==> config.mk <==
export PLATFORM = sky130hd
export DESIGN_NAME = rsrc_decoder
export DESIGN_NICKNAME = d
export VERILOG_FILES = /design/src/rtl/rsrc_pkg.sv /design/src/rtl/rsrc_ctrl.sv /design/src/rtl/rsrc_datapath.sv /design/src/rtl/rsrc_decoder.sv
export SDC_FILE = /design/constraint.sdc
export NUM_CORES = 1
export LEC_CHECK = 0
export BUFFER_PORTS_ARGS = -buffer_cell sky130_fd_sc_hd__buf_2
export CAP_MARGIN = 20
export CORE_ASPECT_RATIO = 1.2
export CORE_MARGIN = 2
export CORE_UTILIZATION = 58
export CTS_CLUSTER_DIAMETER = 50
export DETAILED_ROUTE_END_ITERATION = 6
export PLACE_DENSITY = 0.86
export REMOVE_ABC_BUFFERS = 1
export SLEW_MARGIN = 20
export SYNTH_ARGS = -nofsm -noshare
export SYNTH_HDL_FRONTEND = slang
export SYNTH_SLANG_ARGS = --single-unit
export TNS_END_PERCENT = 1
==> constraint.sdc <==
create_clock -name clk -period 6.4 [get_ports clk]
set_clock_uncertainty 0.1 [all_clocks]
set_input_delay 1.28 -clock clk [delete_from_list [all_inputs] [get_ports clk]]
set_output_delay 1.28 -clock clk [all_outputs]
set_load 0.02 [all_outputs]
==> src/rtl/rsrc_pkg.sv <==
package rsrc_pkg;

  typedef enum logic [1:0] {
    RSRC_REG  = 2'd0,
    RSRC_RAM  = 2'd1,
    RSRC_EE   = 2'd2,
    RSRC_NONE = 2'd3
  } rsrcSel_e;

  typedef struct packed {
    logic ldReg;
    logic ldRam;
    logic ldEe;
  } loadStrb_t;

endpackage

==> src/rtl/rsrc_ctrl.sv <==
module rsrc_ctrl
  import rsrc_pkg::*;
(
  input  logic       cfgWe,
  input  logic [1:0] cfgSel,
  output loadStrb_t  strb
);

  always_comb begin
    strb = '0;
    if (cfgWe) begin
      unique case (rsrcSel_e'(cfgSel))
        RSRC_REG:  strb.ldReg = 1'b1;
        RSRC_RAM:  strb.ldRam = 1'b1;
        RSRC_EE:   strb.ldEe  = 1'b1;
        RSRC_NONE: strb       = '0;
        default:   strb       = '0;
      endcase
    end
  end

endmodule

==> src/rtl/rsrc_datapath.sv <==
module rsrc_datapath
  import rsrc_pkg::*;
#(
  parameter int ADDR_W        = 16,
  parameter int GRAN_LOG2     = 11,
  parameter int REG_SIZE_LOG2 = 10,
  parameter int RAM_SIZE_LOG2 = 12,
  parameter int EE_SIZE_LOG2  = 11,
  parameter int REG_RST_BASE  = 0,
  parameter int RAM_RST_BASE  = 1,
  parameter int EE_RST_BASE   = 2,
  localparam int BASE_W = ADDR_W - GRAN_LOG2,
  localparam int DATA_W = BASE_W + 1
) (
  input  logic              clk,
  input  logic              rstN,
  input  loadStrb_t         strb,
  input  logic [DATA_W-1:0] cfgWdata,
  input  logic [ADDR_W-1:0] cpuAddr,
  output logic              selReg,
  output logic              selRam,
  output logic              selEe,
  output logic              selExt,
  output logic [ADDR_W-1:0] offset
);

  localparam int NUM_RES = 3;
  localparam int SPAN_W  = ADDR_W + 1;

  logic [BASE_W-1:0] baseQ [NUM_RES];
  logic              eeEnQ;
  logic [BASE_W-1:0] newBase;
  logic [ADDR_W-1:0] baseAddr [NUM_RES];
  logic [NUM_RES-1:0] hit;
  rsrcSel_e          winner;

  assign newBase = cfgWdata[DATA_W-1:1];

  always_ff @(posedge clk or negedge rstN) begin
    if (!rstN) begin
      baseQ[0] <= BASE_W'(REG_RST_BASE);
      baseQ[1] <= BASE_W'(RAM_RST_BASE);
      baseQ[2] <= BASE_W'(EE_RST_BASE);
      eeEnQ    <= 1'b0;
    end else begin
      if (strb.ldReg) baseQ[0] <= newBase;
      if (strb.ldRam) baseQ[1] <= newBase;
      if (strb.ldEe) begin
        baseQ[2] <= newBase;
        eeEnQ    <= cfgWdata[0];
      end
    end
  end

  for (genvar i = 0; i < NUM_RES; i++) begin : gRegion
    localparam int SZ_LOG2 = (i == 0) ? REG_SIZE_LOG2 :
                             (i == 1) ? RAM_SIZE_LOG2 : EE_SIZE_LOG2;
    logic [SPAN_W-1:0] loBound;
    logic [SPAN_W-1:0] hiBound;
    logic              inRange;

    assign baseAddr[i] = {baseQ[i], {GRAN_LOG2{1'b0}}};
    assign loBound     = {1'b0, baseAddr[i]};
    assign hiBound     = loBound + (SPAN_W'(1) << SZ_LOG2);
    assign inRange     = ({1'b0, cpuAddr} >= loBound) && ({1'b0, cpuAddr} < hiBound);

    if (i == 2) begin : gGated
      assign hit[i] = inRange & eeEnQ;
    end else begin : gPlain
      assign hit[i] = inRange;
    end
  end

  always_comb begin
    if (hit[0])      winner = RSRC_REG;
    else if (hit[1]) winner = RSRC_RAM;
    else if (hit[2]) winner = RSRC_EE;
    else             winner = RSRC_NONE;
  end

  always_comb begin
    selReg = (winner == RSRC_REG);
    selRam = (winner == RSRC_RAM);
    selEe  = (winner == RSRC_EE);
    selExt = (winner == RSRC_NONE);
    unique case (winner)
      RSRC_REG:  offset = cpuAddr - baseAddr[0];
      RSRC_RAM:  offset = cpuAddr - baseAddr[1];
      RSRC_EE:   offset = cpuAddr - baseAddr[2];
      default:   offset = cpuAddr;
    endcase
  end

  // exactly one select
  assert_one_select_R9: assert property (@(posedge clk) disable iff (!rstN)
    $countones({selReg, selRam, selEe, selExt}) == 1);

  // register block claim always wins
  assert_reg_priority_R7: assert property (@(posedge clk) disable iff (!rstN)
    hit[0] |-> selReg);

  // disabled EEPROM never selected
  assert_ee_gate_R5: assert property (@(posedge clk) disable iff (!rstN)
    !eeEnQ |-> !selEe);

  // the SRAM base loaded on a write is the written field, visible next cycle
  assert_remap_latency_R6: assert property (@(posedge clk) disable iff (!rstN)
    strb.ldRam |=> baseQ[1] == $past(newBase));

  // no load strobe leaves every base unchanged
  assert_no_load_stable_R11: assert property (@(posedge clk) disable iff (!rstN)
    (strb == '0) |=> ($stable(baseQ[0]) && $stable(baseQ[1]) &&
                      $stable(baseQ[2]) && $stable(eeEnQ)));

  // register block offset stays inside its window
  assert_reg_offset_R3: assert property (@(posedge clk) disable iff (!rstN)
    selReg |-> ({1'b0, offset} < (SPAN_W'(1) << REG_SIZE_LOG2)));

endmodule

==> src/rtl/rsrc_decoder.sv <==
module rsrc_decoder
  import rsrc_pkg::*;
#(
  parameter int ADDR_W        = 16,
  parameter int GRAN_LOG2     = 11,
  parameter int REG_SIZE_LOG2 = 10,
  parameter int RAM_SIZE_LOG2 = 12,
  parameter int EE_SIZE_LOG2  = 11,
  localparam int DATA_W = ADDR_W - GRAN_LOG2 + 1
) (
  input  logic              clk,
  input  logic              rstN,
  input  logic              cfgWe,
  input  logic [1:0]        cfgSel,
  input  logic [DATA_W-1:0] cfgWdata,
  input  logic [ADDR_W-1:0] cpuAddr,
  output logic              selReg,
  output logic              selRam,
  output logic              selEe,
  output logic              selExt,
  output logic [ADDR_W-1:0] offset
);

  loadStrb_t strb;

  rsrc_ctrl uCtrl (
    .cfgWe  (cfgWe),
    .cfgSel (cfgSel),
    .strb   (strb)
  );

  rsrc_datapath #(
    .ADDR_W        (ADDR_W),
    .GRAN_LOG2     (GRAN_LOG2),
    .REG_SIZE_LOG2 (REG_SIZE_LOG2),
    .RAM_SIZE_LOG2 (RAM_SIZE_LOG2),
    .EE_SIZE_LOG2  (EE_SIZE_LOG2),
    .REG_RST_BASE  (0),
    .RAM_RST_BASE  (1),
    .EE_RST_BASE   (2)
  ) uPath (
    .clk      (clk),
    .rstN     (rstN),
    .strb     (strb),
    .cfgWdata (cfgWdata),
    .cpuAddr  (cpuAddr),
    .selReg   (selReg),
    .selRam   (selRam),
    .selEe    (selEe),
    .selExt   (selExt),
    .offset   (offset)
  );

endmodule

# Word-level counts from Yosys, hierarchy flattened
# Cells that the tools add are included.
[totals] in_bits=27 out_inout_bits=20 ff_bits=16 elab_cells=35
[classes] n_lt_le_gt_ge=6 n_addsub=6 n_bitwise=1 n_reduce_logical=5 eq_ne=5 mux=8
[op_table] operator="16-bit by 17-bit less-than comparator with 1-bit output" n=3
[op_table] operator="16-bit >= comparator" n=3
[op_table] operator="16-bit one-hot mux with 3 select lines" n=1
[op_table] operator="16-bit subtractor" n=3
[op_table] operator="16-bit by 11-bit adder with 17-bit output, second input constant" n=1
[op_table] operator="16-bit by 12-bit adder with 17-bit output, second input constant" n=1
[op_table] operator="16-bit by 13-bit adder with 17-bit output, second input constant" n=1
[op_table] operator="2-bit equality test, second input constant" n=3
[op_table] operator="2-bit by 1-bit equality test with 1-bit output, second input constant" n=2
[op_table] operator="2-bit logical NOT" n=2
[op_table] operator="1-bit two-way mux" n=4
[op_table] operator="2-bit two-way mux" n=2
[op_table] operator="1-bit logical AND" n=3
[op_table] operator="3-bit two-way mux" n=1
[op_table] operator="1-bit AND" n=1

# Depth between registers and ports, before layout
[depth] ltp_word=9 mapped_depth=10

# By module
# A second synthesis with hierarchy kept.
[hier_totals] hier_cells=208 area_unflattened_um2=1781.7
[modules_own_cells] mod="rsrc_datapath" n_inst=1 cells_each=205 seq_area_each_um2=402.9 area_per_inst_um2=1751.7
[modules_own_cells] mod="rsrc_ctrl" n_inst=1 cells_each=3 seq_area_each_um2=0.0 area_per_inst_um2=30.0

# Least setup slack after synthesis
# No wires, ideal clock.
[synth_timing] kind="in2out" start="input port cpuAddr[11]" end="output port offset[12]" arrival_ns=3.387 n_path_buf=0 path_slack_ns=1.633 path_stages=9 required_time_ns=5.020 cell_sequence="inv_1 ha_1 inv_1 fa_1 a21oi_1 o21ai_0 a221oi_2 a22oi_1 a2bb2oi_1"
[synth_between] elab_chain_cells=8 elab_cells_between_ends=20 cone_classes="add/sub: 3; order compare: 6; eq/ne: 2; mux: 4; bitwise: 1; reduce/logical: 4"
[synth_rtl] item="start, declared" line="rsrc_decoder.sv:16" rtl="input logic [ADDR_W-1:0] cpuAddr,"
[synth_rtl] item="16-bit by 17-bit less-than comparator with 1-bit output / 16-bit >= comparator (equally long branches)" line="rsrc_datapath.sv:65" rtl="assign inRange = ({1'b0, cpuAddr} >= loBound) && ({1'b0, cpuAddr} < hiBound);"
[synth_rtl] item="1-bit logical AND" line="rsrc_datapath.sv:65"
[synth_rtl] item="1-bit AND" line="rsrc_datapath.sv:68" rtl="assign hit[i] = inRange & eeEnQ;"
[synth_rtl] item="1-bit two-way mux" line="rsrc_datapath.sv:77" rtl="else if (hit[2]) winner = RSRC_EE;"
[synth_rtl] item="2-bit two-way mux" line="rsrc_datapath.sv:76" rtl="else if (hit[1]) winner = RSRC_RAM;"
[synth_rtl] item="2-bit two-way mux (*)" line="rsrc_datapath.sv:75" rtl="if (hit[0]) winner = RSRC_REG;"
[synth_rtl] item="2-bit by 1-bit equality test with 1-bit output (*)"
[synth_rtl] item="net selRam" line="rsrc_decoder.sv:18" rtl="output logic selRam,"
[synth_rtl] item="16-bit one-hot mux with 3 select lines (*)" line="rsrc_datapath.sv:86" rtl="unique case (winner)"
[synth_rtl] item="end, declared" line="rsrc_decoder.sv:21" rtl="output logic [ADDR_W-1:0] offset"
# Mark *: on every way through the listed nets, which the timed path passes. The rest lies on a longest branch.

# Worst setup path after layout
[layout_timing] start="input port cpuAddr[13]" end="output port offset[15]"
[layout_between] elab_chain_cells=8 elab_cells_between_ends=20 cone_classes="add/sub: 3; order compare: 6; eq/ne: 2; mux: 4; bitwise: 1; reduce/logical: 4"
[layout_rtl] item="16-bit by 17-bit less-than comparator with 1-bit output / 16-bit >= comparator (equally long branches)" line="rsrc_datapath.sv:65"
[layout_rtl] item="1-bit logical AND" line="rsrc_datapath.sv:65"
[layout_rtl] item="1-bit AND" line="rsrc_datapath.sv:68"
[layout_rtl] item="1-bit two-way mux" line="rsrc_datapath.sv:77"
[layout_rtl] item="2-bit two-way mux" line="rsrc_datapath.sv:76"
[layout_rtl] item="2-bit two-way mux" line="rsrc_datapath.sv:75"
[layout_rtl] item="2-bit equality test (tied with other cells)" line="rsrc_datapath.sv:86"
[layout_rtl] item="16-bit one-hot mux with 3 select lines (*)" line="rsrc_datapath.sv:86"
# Every way passes the cells marked *; elsewhere a longest branch is shown, timed or not.

==> results_dict.tcl <==
set metrics [dict create \
    final.setup.tns_ns 0 \
    fillCellCount 252 \
    fp.dieW_um 55.4 \
    drv_cap 0 \
    endpoint "offset[15]" \
    grt_usage_pct 24.3 \
    slowest_delay_ns 0.80 \
    cp_slowest_cell "o311ai_1" \
    hpwl_um 3550 \
    drt-total-wl_um 4150 \
    hold_depth 1 \
    avgRoutedWirePerCell_um 14.9 \
    ys_ff_latch 16 \
    place_area_um2 2030 \
    ys_warn_count 0 \
    io_pins 47 \
    overflow 0 \
    cts_root_buf "clkbuf_4" \
    dieArea_um2 3640 \
    async_flop_share_pct 100 \
    power_density_nw_per_um2 271 \
    portBuffers 46 \
    arrival_ns 3.52 \
    syn_area_um2 1840 \
    path_depth 8 \
    cts.repair.resized 0 \
    synth_edf_count 0 \
    period_share_pct 76.6 \
    cp-start-kind "input pin" \
    stdcell_area_um2 2070 \
    timing.final.crit_period_ns 4.90 \
    rrSetupSlack_ns 5.42 \
    cp_num_buf_inv 2 \
    cts_sinks 16 \
    hp-start "uPath.eeEnQ" \
    nNetsFinal 300 \
    via_per_inst 5.92 \
    ctsHtreeMaxLevel 1 \
    grt_pass1_vias 1600 \
    hold_viol 0 \
    crit_family "compound AO/OA/AOI/OAI gates" \
    drtAntennaViolNets 0 \
    ys_types 42 \
    clock_tree.buffer_depth 2 \
    drt_iter0_markers 54 \
    required_ns 5.02 \
    path_cells "buf_2 > ha_1 > a21oi_1 > o21ai_0 > o311ai_1 > nand3_2 > a2bb2oi_1 > buf_2" \
    synth_ff_type "dfrtp_1" \
    drt-pass1-iter-count 4 \
    grt_pass1_wl_um 7080 \
    start_util_pct 60.3 \
    clk_latency_ns 0.28 \
    cts-buffers-inserted 3 \
    leakagePower_uw 0.00101 \
    grt_max_degree 17 \
    die_h_um 65.7 \
    whs_ns 0.463 \
    yosysSeqAreaShare_pct 21.9 \
    fin_util_pct 67.8 \
    cp_common_cell "buf_2" \
    slew_headroom_pct 38.5 \
    place_congestion 0.959 \
    setup_viol 0 \
    vias 1646 \
    netlist_instances 203 \
    rr_worst_depth 1 \
    route.detailed.drc 0 \
    drive_gt1_share_pct 29.8 \
    endpoint_kind "output pin" \
    regToRegEndpoint "uPath.baseAddr[28]" \
    rsz0062_at_grt "false" \
    avgSynthCellArea_um2 9.07 \
    worst_r2r_startpoint "uPath.baseAddr[28]" \
    critPathMaxFanout 7 \
    worst_pin_slew_ns 0.909 \
    path_class "in2out" \
    cts_tree "built" \
    rows 22 \
    drv_slew 0 \
    cts_hold_buf 0 \
    clkSlewWorstSetupHoldPaths_ns 0.09 \
    fmax_mhz 204 \
    postCtsSetupBuffers 0 \
    setup.worst_path.start "cpuAddr[13]" \
    antenna_found_initial 0 \
    num_antenna_cells 0 \
    status "finished clean" \
    vdd_drop_max_mv 0.229 \
    syn_to_final_growth_pct 12.4 \
    worst_hold_path_type "reg2reg" \
    core_um2 3060 \
]
## final cells by class
class | instances | area, µm² | area share [%]
inverters | 23 | 86.3 | 4.17
repair buffers | 46 | 230 | 11.1
multi-input cells | 153 | 1270 | 61.3
well taps | 36 | 45.0 | 2.18
clock buffers | 4 | 36.3 | 1.75
flip-flops and latches | 16 | 403 | 19.5
## cells in the mapped netlist, drive strengths merged, types with 3 or more instances
cell / number / area [µm²]
a21o: 5 / 37.5
a21oi: 20 / 119
a2bb2oi: 4 / 35.0
buf: 11 / 82.6
dfrtp: 14 / 350
fa: 4 / 80.1
ha: 26 / 325
inv: 23 / 86.3
mux2: 11 / 124
nand2: 10 / 37.5
nand2b: 3 / 18.8
nand3: 7 / 40.0
nor2: 6 / 22.5
nor3b: 3 / 22.5
o211ai: 4 / 30.0
o21ai: 13 / 68.8
or4: 3 / 30.0
xnor2: 10 / 87.6
## routing by layer
metal	GRT usage (%)	up-vias	share of wire, %
li1	-	803	-
met1	30.6	780	43
met2	41.5	49	49
met3	0.984	14	4.5
met4	14.3	0	2.9
met5	0	-	0
## stage by stage
step / setup WS [ns] / power [µW] / instances
2_1_floorplan: 1.63 / 394 / 192
3_3_place_gp: 1.59 / 485 / 274
3_5_place_dp: 1.52 / 496 / 274
4_1_cts: 1.53 / 564 / 278
5_1_grt: 1.32 / 608 / 278
6_report: 1.50 / 562 / 278
## report_power, final
group	internal (µW)	switching, µW
logic	153	206
registers	121	17.6
clock network	34.6	30.4
total	309	254
## state kept, by name, indices dropped and copies added (netlist names)
signal	flops
uPath.baseAddr	15
uPath.eeEnQ	1
## worst min path at each step
stage | to | slack [ns]
after CTS | uPath.baseAddr[15] | 0.46
after detailed placement | uPath.eeEnQ | 0.44
after global placement | uPath.baseAddr[45] | 0.42
final | uPath.eeEnQ | 0.46
after global routing | uPath.eeEnQ | 0.48
after floorplan | uPath.eeEnQ | 0.38
## cell families after synthesis
family,after synthesis,share of synthesized area [%]
DFF,16,21.9
xor gates and xnor gates,12,5.71
buffers and inverters,34,9.17
and+or+nand+nor,43,13.5
adders and majority gates,30,22.0
AOI/OAI and AO/OA,56,20.5
muxes,12,7.27
## layout by cell type (no fill, tap or decap), drive strengths merged, types with 6 or more instances in the layout
cell / netlist / layout
o21ai: 13 / 13
xnor2: 10 / 10
nor2: 6 / 6
ha: 26 / 26
mux2: 11 / 11
inv: 23 / 23
nand3: 7 / 7
buf: 11 / 46
dfrtp: 14 / 14
nand2: 10 / 10
a21oi: 20 / 20
Note: power is estimated with default switching activity, not from simulation.
